==> src/rtl/cordic_sin_pkg.sv <==
package cordic_sin_pkg;

    typedef enum logic [1:0] {
        Q_FIRST  = 2'b00,
        Q_SECOND = 2'b01,
        Q_THIRD  = 2'b10,
        Q_FOURTH = 2'b11
    } quad_e;

    localparam real PI_R = 3.14159265358979323846;

    // 2.0 raised to an integer power, built from repeated doubling or halving
    function automatic real pow2_r(input int e);
        real r;
        r = 1.0;
        if (e >= 0) begin
            for (int k = 0; k < e; k++) r = r * 2.0;
        end else begin
            for (int k = 0; k < -e; k++) r = r * 0.5;
        end
        return r;
    endfunction

    // Newton square root for positive arguments
    function automatic real sqrt_r(input real v);
        real g;
        g = (v > 1.0) ? v : 1.0;
        for (int k = 0; k < 64; k++) g = 0.5 * (g + v / g);
        return g;
    endfunction

    // arctangent on [0,1]: three half-angle reductions, then an odd power series
    function automatic real atan_r(input real v);
        real t;
        real t2;
        real term;
        real acc;
        t = v;
        for (int k = 0; k < 3; k++) t = t / (1.0 + sqrt_r(1.0 + t * t));
        t2   = t * t;
        term = t;
        acc  = 0.0;
        for (int k = 0; k < 24; k++) begin
            acc  = acc + term / real'(2 * k + 1);
            term = -term * t2;
        end
        return 8.0 * acc;
    endfunction

    // atan(2^-idx) expressed in angle units where one turn = 2^turn_bits
    function automatic longint angle_code(input int idx, input int turn_bits);
        return longint'(atan_r(pow2_r(-idx)) / (2.0 * PI_R) * pow2_r(turn_bits));
    endfunction

    // start-vector length: 2^one_bits divided by the gain of `stages` rotations
    function automatic longint start_code(input int stages, input int one_bits);
        real gain;
        gain = 1.0;
        for (int k = 0; k < stages; k++) gain = gain * sqrt_r(1.0 + pow2_r(-2 * k));
        return longint'(pow2_r(one_bits) / gain);
    endfunction

endpackage

==> src/rtl/cordic_sin_fold.sv <==
module cordic_sin_fold
    import cordic_sin_pkg::*;
#(
    parameter int     PHASE_W     = 16,
    parameter int     ANGLE_GUARD = 6,
    parameter int     IW          = 22,
    parameter longint X_START     = 0
) (
    input  logic                                   clk,
    input  logic                                   rst,
    input  logic [PHASE_W-1:0]                     phase_in,
    output logic signed [IW-1:0]                   x_q,
    output logic signed [PHASE_W+ANGLE_GUARD-1:0]  z_q,
    output quad_e                                  quad_q
);
    localparam int     ZW      = PHASE_W + ANGLE_GUARD;
    localparam longint QUARTER = longint'(1) << (ZW - 2);

    logic               flip;
    logic [PHASE_W-1:0] folded;

    // quadrants 01 and 10 move by half a turn: invert the top bit
    always_comb begin
        flip                = phase_in[PHASE_W-1] ^ phase_in[PHASE_W-2];
        folded              = phase_in;
        folded[PHASE_W-1]   = phase_in[PHASE_W-1] ^ flip;
    end

    always_ff @(posedge clk) begin
        if (rst) begin
            x_q    <= '0;
            z_q    <= '0;
            quad_q <= Q_FIRST;
        end else begin
            x_q    <= X_START[IW-1:0];
            z_q    <= {folded, {ANGLE_GUARD{1'b0}}};
            quad_q <= quad_e'(phase_in[PHASE_W-1 -: 2]);
        end
    end

    // the folded angle handed to the rotation lies in [-90, +90) degrees
    p_fold_range_r6: assert property (@(posedge clk) disable iff (rst)
        (longint'(z_q) >= -QUARTER) && (longint'(z_q) < QUARTER));

endmodule

==> src/rtl/cordic_sin_stage.sv <==
module cordic_sin_stage
    import cordic_sin_pkg::*;
#(
    parameter int IDX = 0,
    parameter int IW  = 22,
    parameter int ZW  = 22
) (
    input  logic                 clk,
    input  logic                 rst,
    input  logic signed [IW-1:0] x_in,
    input  logic signed [IW-1:0] y_in,
    input  logic signed [ZW-1:0] z_in,
    input  quad_e                quad_in,
    output logic signed [IW-1:0] x_q,
    output logic signed [IW-1:0] y_q,
    output logic signed [ZW-1:0] z_q,
    output quad_e                quad_q
);
    localparam longint              ANG_L = angle_code(IDX, ZW);
    localparam logic signed [ZW-1:0] ANG  = ANG_L[ZW-1:0];

    logic signed [IW-1:0] x_sh, y_sh, x_nx, y_nx;
    logic signed [ZW-1:0] z_nx;

    always_comb begin
        x_sh = x_in >>> IDX;
        y_sh = y_in >>> IDX;
        if (z_in[ZW-1]) begin
            x_nx = x_in + y_sh;
            y_nx = y_in - x_sh;
            z_nx = z_in + ANG;
        end else begin
            x_nx = x_in - y_sh;
            y_nx = y_in + x_sh;
            z_nx = z_in - ANG;
        end
    end

    always_ff @(posedge clk) begin
        if (rst) begin
            x_q    <= '0;
            y_q    <= '0;
            z_q    <= '0;
            quad_q <= Q_FIRST;
        end else begin
            x_q    <= x_nx;
            y_q    <= y_nx;
            z_q    <= z_nx;
            quad_q <= quad_in;
        end
    end

    function automatic longint mag(input longint v);
        return (v < 0) ? -v : v;
    endfunction

    // each micro-rotation never grows the residual past max(|residual|, stage angle)
    p_residual_bound_r2: assert property (@(posedge clk) disable iff (rst)
        1'b1 |=> mag(longint'(z_q)) <=
                 ((mag(longint'($past(z_in))) > ANG_L) ? mag(longint'($past(z_in))) : ANG_L));

endmodule

==> src/rtl/cordic_sin_out.sv <==
module cordic_sin_out
    import cordic_sin_pkg::*;
#(
    parameter int IW       = 22,
    parameter int ONE_SH   = 20,
    parameter int OUT_W    = 16,
    parameter int SIGN_TOL = 4
) (
    input  logic                    clk,
    input  logic                    rst,
    input  logic signed [IW-1:0]    x_in,
    input  logic signed [IW-1:0]    y_in,
    input  quad_e                   quad_in,
    output logic signed [OUT_W-1:0] sin_q,
    output logic signed [OUT_W-1:0] cos_q
);
    localparam int     SH   = ONE_SH - (OUT_W - 1);
    localparam longint HALF = longint'(1) << (SH - 1);
    localparam longint MAXP = (longint'(1) << (OUT_W - 1)) - 1;
    localparam longint MINN = -(longint'(1) << (OUT_W - 1));
    localparam logic signed [OUT_W-1:0] MIN_CODE = {1'b1, {(OUT_W-1){1'b0}}};

    // undo the fold, round to the output grid and clamp
    function automatic logic signed [OUT_W-1:0] to_code(input logic signed [IW-1:0] v,
                                                        input logic neg);
        longint w;
        longint r;
        w = longint'(v);
        if (neg) w = -w;
        r = (w + HALF) >>> SH;
        if (r > MAXP)      r = MAXP;
        else if (r < MINN) r = MINN;
        return r[OUT_W-1:0];
    endfunction

    logic flip, s_up, c_up;

    always_comb begin
        flip = (quad_in == Q_SECOND) || (quad_in == Q_THIRD);
        s_up = (quad_in == Q_FIRST)  || (quad_in == Q_SECOND);
        c_up = (quad_in == Q_FIRST)  || (quad_in == Q_FOURTH);
    end

    always_ff @(posedge clk) begin
        if (rst) begin
            sin_q <= '0;
            cos_q <= '0;
        end else begin
            sin_q <= to_code(y_in, flip);
            cos_q <= to_code(x_in, flip);
        end
    end

    // result signs follow the quadrant carried alongside the rotation
    p_sin_sign_r6: assert property (@(posedge clk) disable iff (rst)
        1'b1 |=> ($past(s_up) ? (int'(sin_q) > -SIGN_TOL) : (int'(sin_q) < SIGN_TOL)));
    p_cos_sign_r6: assert property (@(posedge clk) disable iff (rst)
        1'b1 |=> ($past(c_up) ? (int'(cos_q) > -SIGN_TOL) : (int'(cos_q) < SIGN_TOL)));

    // a positive full-scale result never wraps to the most negative code
    p_no_wrap_sin_r5: assert property (@(posedge clk) disable iff (rst)
        s_up |=> sin_q != MIN_CODE);
    p_no_wrap_cos_r5: assert property (@(posedge clk) disable iff (rst)
        c_up |=> cos_q != MIN_CODE);

endmodule

==> src/rtl/cordic_sin_gen.sv <==
module cordic_sin_gen
    import cordic_sin_pkg::*;
#(
    parameter int PHASE_W     = 16,
    parameter int DATA_W      = 16,
    parameter int STAGES      = 16,
    parameter int OUT_W       = 16,
    parameter int ANGLE_GUARD = 6
) (
    input  logic                    clk,
    input  logic                    rst,
    input  logic [PHASE_W-1:0]      phase_in,
    output logic signed [OUT_W-1:0] sin_out,
    output logic signed [OUT_W-1:0] cos_out
);
    // guard bits below the datapath LSB absorb shift truncation over the chain
    localparam int     GUARD_XY = $clog2(STAGES) + 1;
    localparam int     IW       = DATA_W + GUARD_XY + 1;
    localparam int     ONE_SH   = DATA_W - 1 + GUARD_XY;
    localparam int     ZW       = PHASE_W + ANGLE_GUARD;
    localparam longint X_START  = start_code(STAGES, ONE_SH);

    logic signed [IW-1:0] x_s [STAGES+1];
    logic signed [IW-1:0] y_s [STAGES+1];
    logic signed [ZW-1:0] z_s [STAGES+1];
    quad_e                q_s [STAGES+1];

    assign y_s[0] = '0;

    cordic_sin_fold #(
        .PHASE_W     (PHASE_W),
        .ANGLE_GUARD (ANGLE_GUARD),
        .IW          (IW),
        .X_START     (X_START)
    ) u_fold (
        .clk      (clk),
        .rst      (rst),
        .phase_in (phase_in),
        .x_q      (x_s[0]),
        .z_q      (z_s[0]),
        .quad_q   (q_s[0])
    );

    for (genvar g = 0; g < STAGES; g++) begin : g_rot
        cordic_sin_stage #(
            .IDX (g),
            .IW  (IW),
            .ZW  (ZW)
        ) u_stage (
            .clk     (clk),
            .rst     (rst),
            .x_in    (x_s[g]),
            .y_in    (y_s[g]),
            .z_in    (z_s[g]),
            .quad_in (q_s[g]),
            .x_q     (x_s[g+1]),
            .y_q     (y_s[g+1]),
            .z_q     (z_s[g+1]),
            .quad_q  (q_s[g+1])
        );
    end

    cordic_sin_out #(
        .IW       (IW),
        .ONE_SH   (ONE_SH),
        .OUT_W    (OUT_W),
        .SIGN_TOL (4)
    ) u_out (
        .clk     (clk),
        .rst     (rst),
        .x_in    (x_s[STAGES]),
        .y_in    (y_s[STAGES]),
        .quad_in (q_s[STAGES]),
        .sin_q   (sin_out),
        .cos_q   (cos_out)
    );

    // the residual angle is consumed by the last stage only through its sign chain
    logic unused_z;
    assign unused_z = ^z_s[STAGES];

endmodule

==> config.mk <==
export PLATFORM = sky130hd
export DESIGN_NAME = cordic_sin_gen
export DESIGN_NICKNAME = d
export VERILOG_FILES = /design/src/rtl/cordic_sin_pkg.sv /design/src/rtl/cordic_sin_fold.sv /design/src/rtl/cordic_sin_stage.sv /design/src/rtl/cordic_sin_out.sv /design/src/rtl/cordic_sin_gen.sv
export SDC_FILE = /design/constraint.sdc
export NUM_CORES = 2
export LEC_CHECK = 0
export BUFFER_PORTS_ARGS = -buffer_cell sky130_fd_sc_hd__buf_2
export CAP_MARGIN = 20
export CORE_ASPECT_RATIO = 2
export CORE_MARGIN = 5
export CORE_UTILIZATION = 48
export DETAILED_ROUTE_END_ITERATION = 10
export HOLD_SLACK_MARGIN = 0.12
export RECOVER_POWER = 25
export SETUP_SLACK_MARGIN = 0.05
export SLEW_MARGIN = 20
export SYNTH_ARGS = -nofsm -noshare
export SYNTH_HDL_FRONTEND = slang
export SYNTH_HIERARCHICAL = 1
export SYNTH_SLANG_ARGS = --single-unit
==> constraint.sdc <==
create_clock -name clk -period 19.25 [get_ports clk]
set_clock_uncertainty 0.1 [all_clocks]
set_input_delay 4.8125 -clock clk [delete_from_list [all_inputs] [get_ports clk]]
set_output_delay 4.8125 -clock clk [all_outputs]
set_load 0.05 [all_outputs]
==> results by group <==
Run status
  • Status: finished with violations
  • Failing checks: capacitance limit, slew limit

Route
  • Average wire per cell in the routed design: 22.2 µm
  • DRC violations left: 0
  • Number of antenna-violating nets in the routed design: 0
  • DR vias: 85.1k
  • Detailed-router iteration count before antenna repair: 6
  • Initial DRC Count: between 4k and 5k
  • DRT Wirelength: about 310 mm
  • Via/cell ratio: 6.05

Synthesis
  • Post-synthesis instance area: 92,400 µm²
  • Synthesized area per cell: around 8 µm²
  • Post-synthesis cell count: roughly 12k
  • Warnings, synthesis: 6

Critical path
  • Dominant cell type by count on the critical path: sky130_fd_sc_hd__buf_12
  • Endpoint class of the critical path: flop
  • Worst Reg-to-Reg Cells: 17
  • Reg2reg setup slack: roughly 12 ns
  • Maximum fanout encountered on the critical timing path: about 140
  • Critical setup path kind: input pin to flop
  • Maximum cell stage delay along the critical path: ~4.6 ns
  • Critical Path RT: approximately 20 ns
  • Standard cell with the maximum stage delay on the critical path: sky130_fd_sc_hd__clkbuf_1
  • WP data arrival: roughly 12 ns
  • Crit start category: input pin
  • Critical R2R Launch: g_rot[15].u_stage/x_q[3]
  • Launching element of the worst setup path: rst
  • Series of cell instances along the critical path: clkbuf_1, buf_12, buf_12, buf_4, inv_1, nand2_1, nor2_1, mux2i_1, nand4b_1
  • Reg2reg end: u_out/cos_q[12]

Clock network
  • Clock Sink Count: between 1k and 1.5k
  • Buffer cell driving the clock tree root: sky130_fd_sc_hd__clkbuf_16
  • CTS max path bufs: 3
  • CTS Hold Buffers Added: 0
  • Clock slew at the register clock pins of the worst setup and hold paths: 0.06 ns
  • Number of levels in the clock H-tree: 3
  • Number of buffers added by the clock tree synthesis step: around 110
  • Clock Latency Late Sink: between 0.7 and 0.8 ns
  • TritonCTS clock tree: done
  • Cells resized by post-CTS repair: 0
  • Total setup buffers inserted after CTS: 0

GRT
  • Vias in the first global route: 86.4k
  • Residual overflow from global routing: 0
  • Global routing usage summed across all routing layers: 0.294
  • Initial antenna violation count: 3
  • Pin count of the biggest net entering global routing: 187
  • First-pass GRT wire length: roughly 470 mm

Worst hold path
  • Class of the worst hold path: flop to flop
  • Min-Delay Path Depth: 1
  • Worst-case hold path end point: g_rot[11].u_stage/quad_q[0]
  • Hold Startpoint: g_rot[10].u_stage/quad_q[0]

STA
  • Highest achievable clock rate: around 87 MHz
  • Share of the clock period used by the worst path: 0.595
  • Slew HR: -3.44
  • Time the worst path needs with I/O delays and setup: around 11 ns
  • RSZ-0062 raised after global routing: false
  • Final hold violations: 0
  • Final Max Tran Viols: about 140
  • Post-Route Setup TNS: 0 ns
  • Worst path setup slack after routing: 7.79 ns
  • Final number of setup-violating endpoints: 0
  • Measured slew at the worst slew-check pin: approximately 6.7 ns

Layout
  • Post-Layout Cell Count: between 10k and 15k
  • Area growth from synthesis to final layout: 6.93%
  • Layout cell share with drive strength beyond 1: 0.0542
  • Nets@finish: roughly 13k

Place
  • Buffers on Ports: between 40 and 50
  • Final estimated routing congestion in global placement: roughly 1
  • Placed cell count: 13.9k
  • Worst setup slack before clock tree synthesis: about 11 ns
  • Post-DP HPWL: about 250 mm

Floorplanning
  • Row Count: 227
  • Die area: ~200,000 µm²
  • Placeable core region: about 190,000 µm²
  • Y dimension of the die: ~630 µm
  • Initial Utilization: 0.483
  • Horizontal extent of the die: 320 µm
  • Number of primary I/O pins: 50

Job
  • Max Cap Violations: 1
## state kept, by name (all words and copies together), names as in the netlist
register,count
g_rot.u_stage/z_q,309
u_fold/x_q,1
u_fold/z_q,16
g_rot.u_stage/x_q,351
g_rot.u_stage/y_q,352
u_out/cos_q,16
g_rot.u_stage/quad_q,32
u_fold/quad_q,1
u_out/sin_q,16
## placed cells by master, fill, tap and decap left out, drive strengths merged, types with 50 or more instances in the layout
cell / n
dfxtp: 1094
or4: 50
o31ai: 76
or3: 83
xnor2: 602
a31oi: 151
inv: 444
nor2b: 314
a21boi: 62
clkbuf: 139
o21bai: 95
buf: 99
a21o: 360
nand2b: 91
mux2i: 83
xor2: 460
a21oi: 1093
o21ai: 531
and2: 76
conb: 89
a211oi: 145
nor2: 1534
nor3: 342
nand2: 687
nand4: 131
o211ai: 87
nand3: 221
o21a: 131
mux2: 143
ha: 1104
and3: 116
nor4: 98
## routing by layer
layer	vias up	track usage	share of wire
met3	1422	0.0339	0.031
met4	0	0.290	0.12
li1	41300	-	-
met1	40000	0.229	0.30
met5	-	0	0
met2	2457	0.596	0.55
## through the flow
stage | util | cell area (µm²) | hold slack, ns
after floorplan | - | 92700 | 0.314
after global placement | 0.495 | 94800 | 0.318
after detailed placement | 0.495 | 94800 | 0.320
after CTS | 0.516 | 98800 | 0.335
after global routing | 0.516 | 98800 | 0.353
final | 0.516 | 98800 | 0.333
## area by class of cell
class | instances | area (µm²)
flip-flops and latches | 1094 | 21900
repair buffers | 100 | 697
fillers | 18700 | 92600
inverters | 442 | 1660
multi-input cells | 9703 | 67400
well taps | 2519 | 3150
diodes | 1 | 2.50
clock buffers | 138 | 3070
clock inverters | 65 | 962
## how the worst max path moves through the flow
stage / to / slack [ns] / cells past startpoint
2_1_floorplan: u_out/sin_q[10] / 13.02 / 7
3_3_place_gp: g_rot[1].u_stage/y_q[21] / 10.78 / 9
3_5_place_dp: g_rot[1].u_stage/y_q[21] / 10.74 / 9
4_1_cts: g_rot[1].u_stage/y_q[21] / 11.55 / 9
5_1_grt: g_rot[1].u_stage/y_q[21] / 7.10 / 9
6_report: g_rot[1].u_stage/y_q[21] / 7.79 / 9
## worst max-delay path, delay by kind of cell
kind / cells / cell delay, ns
buffers and inverters: 5 / 6.57
muxes: 1 / 0.17
and+or+nand+nor: 3 / 0.34
Power is left out: the tool's default activity adds up to more than one toggle a clock period on the data nets, which glitch-free logic cannot reach.
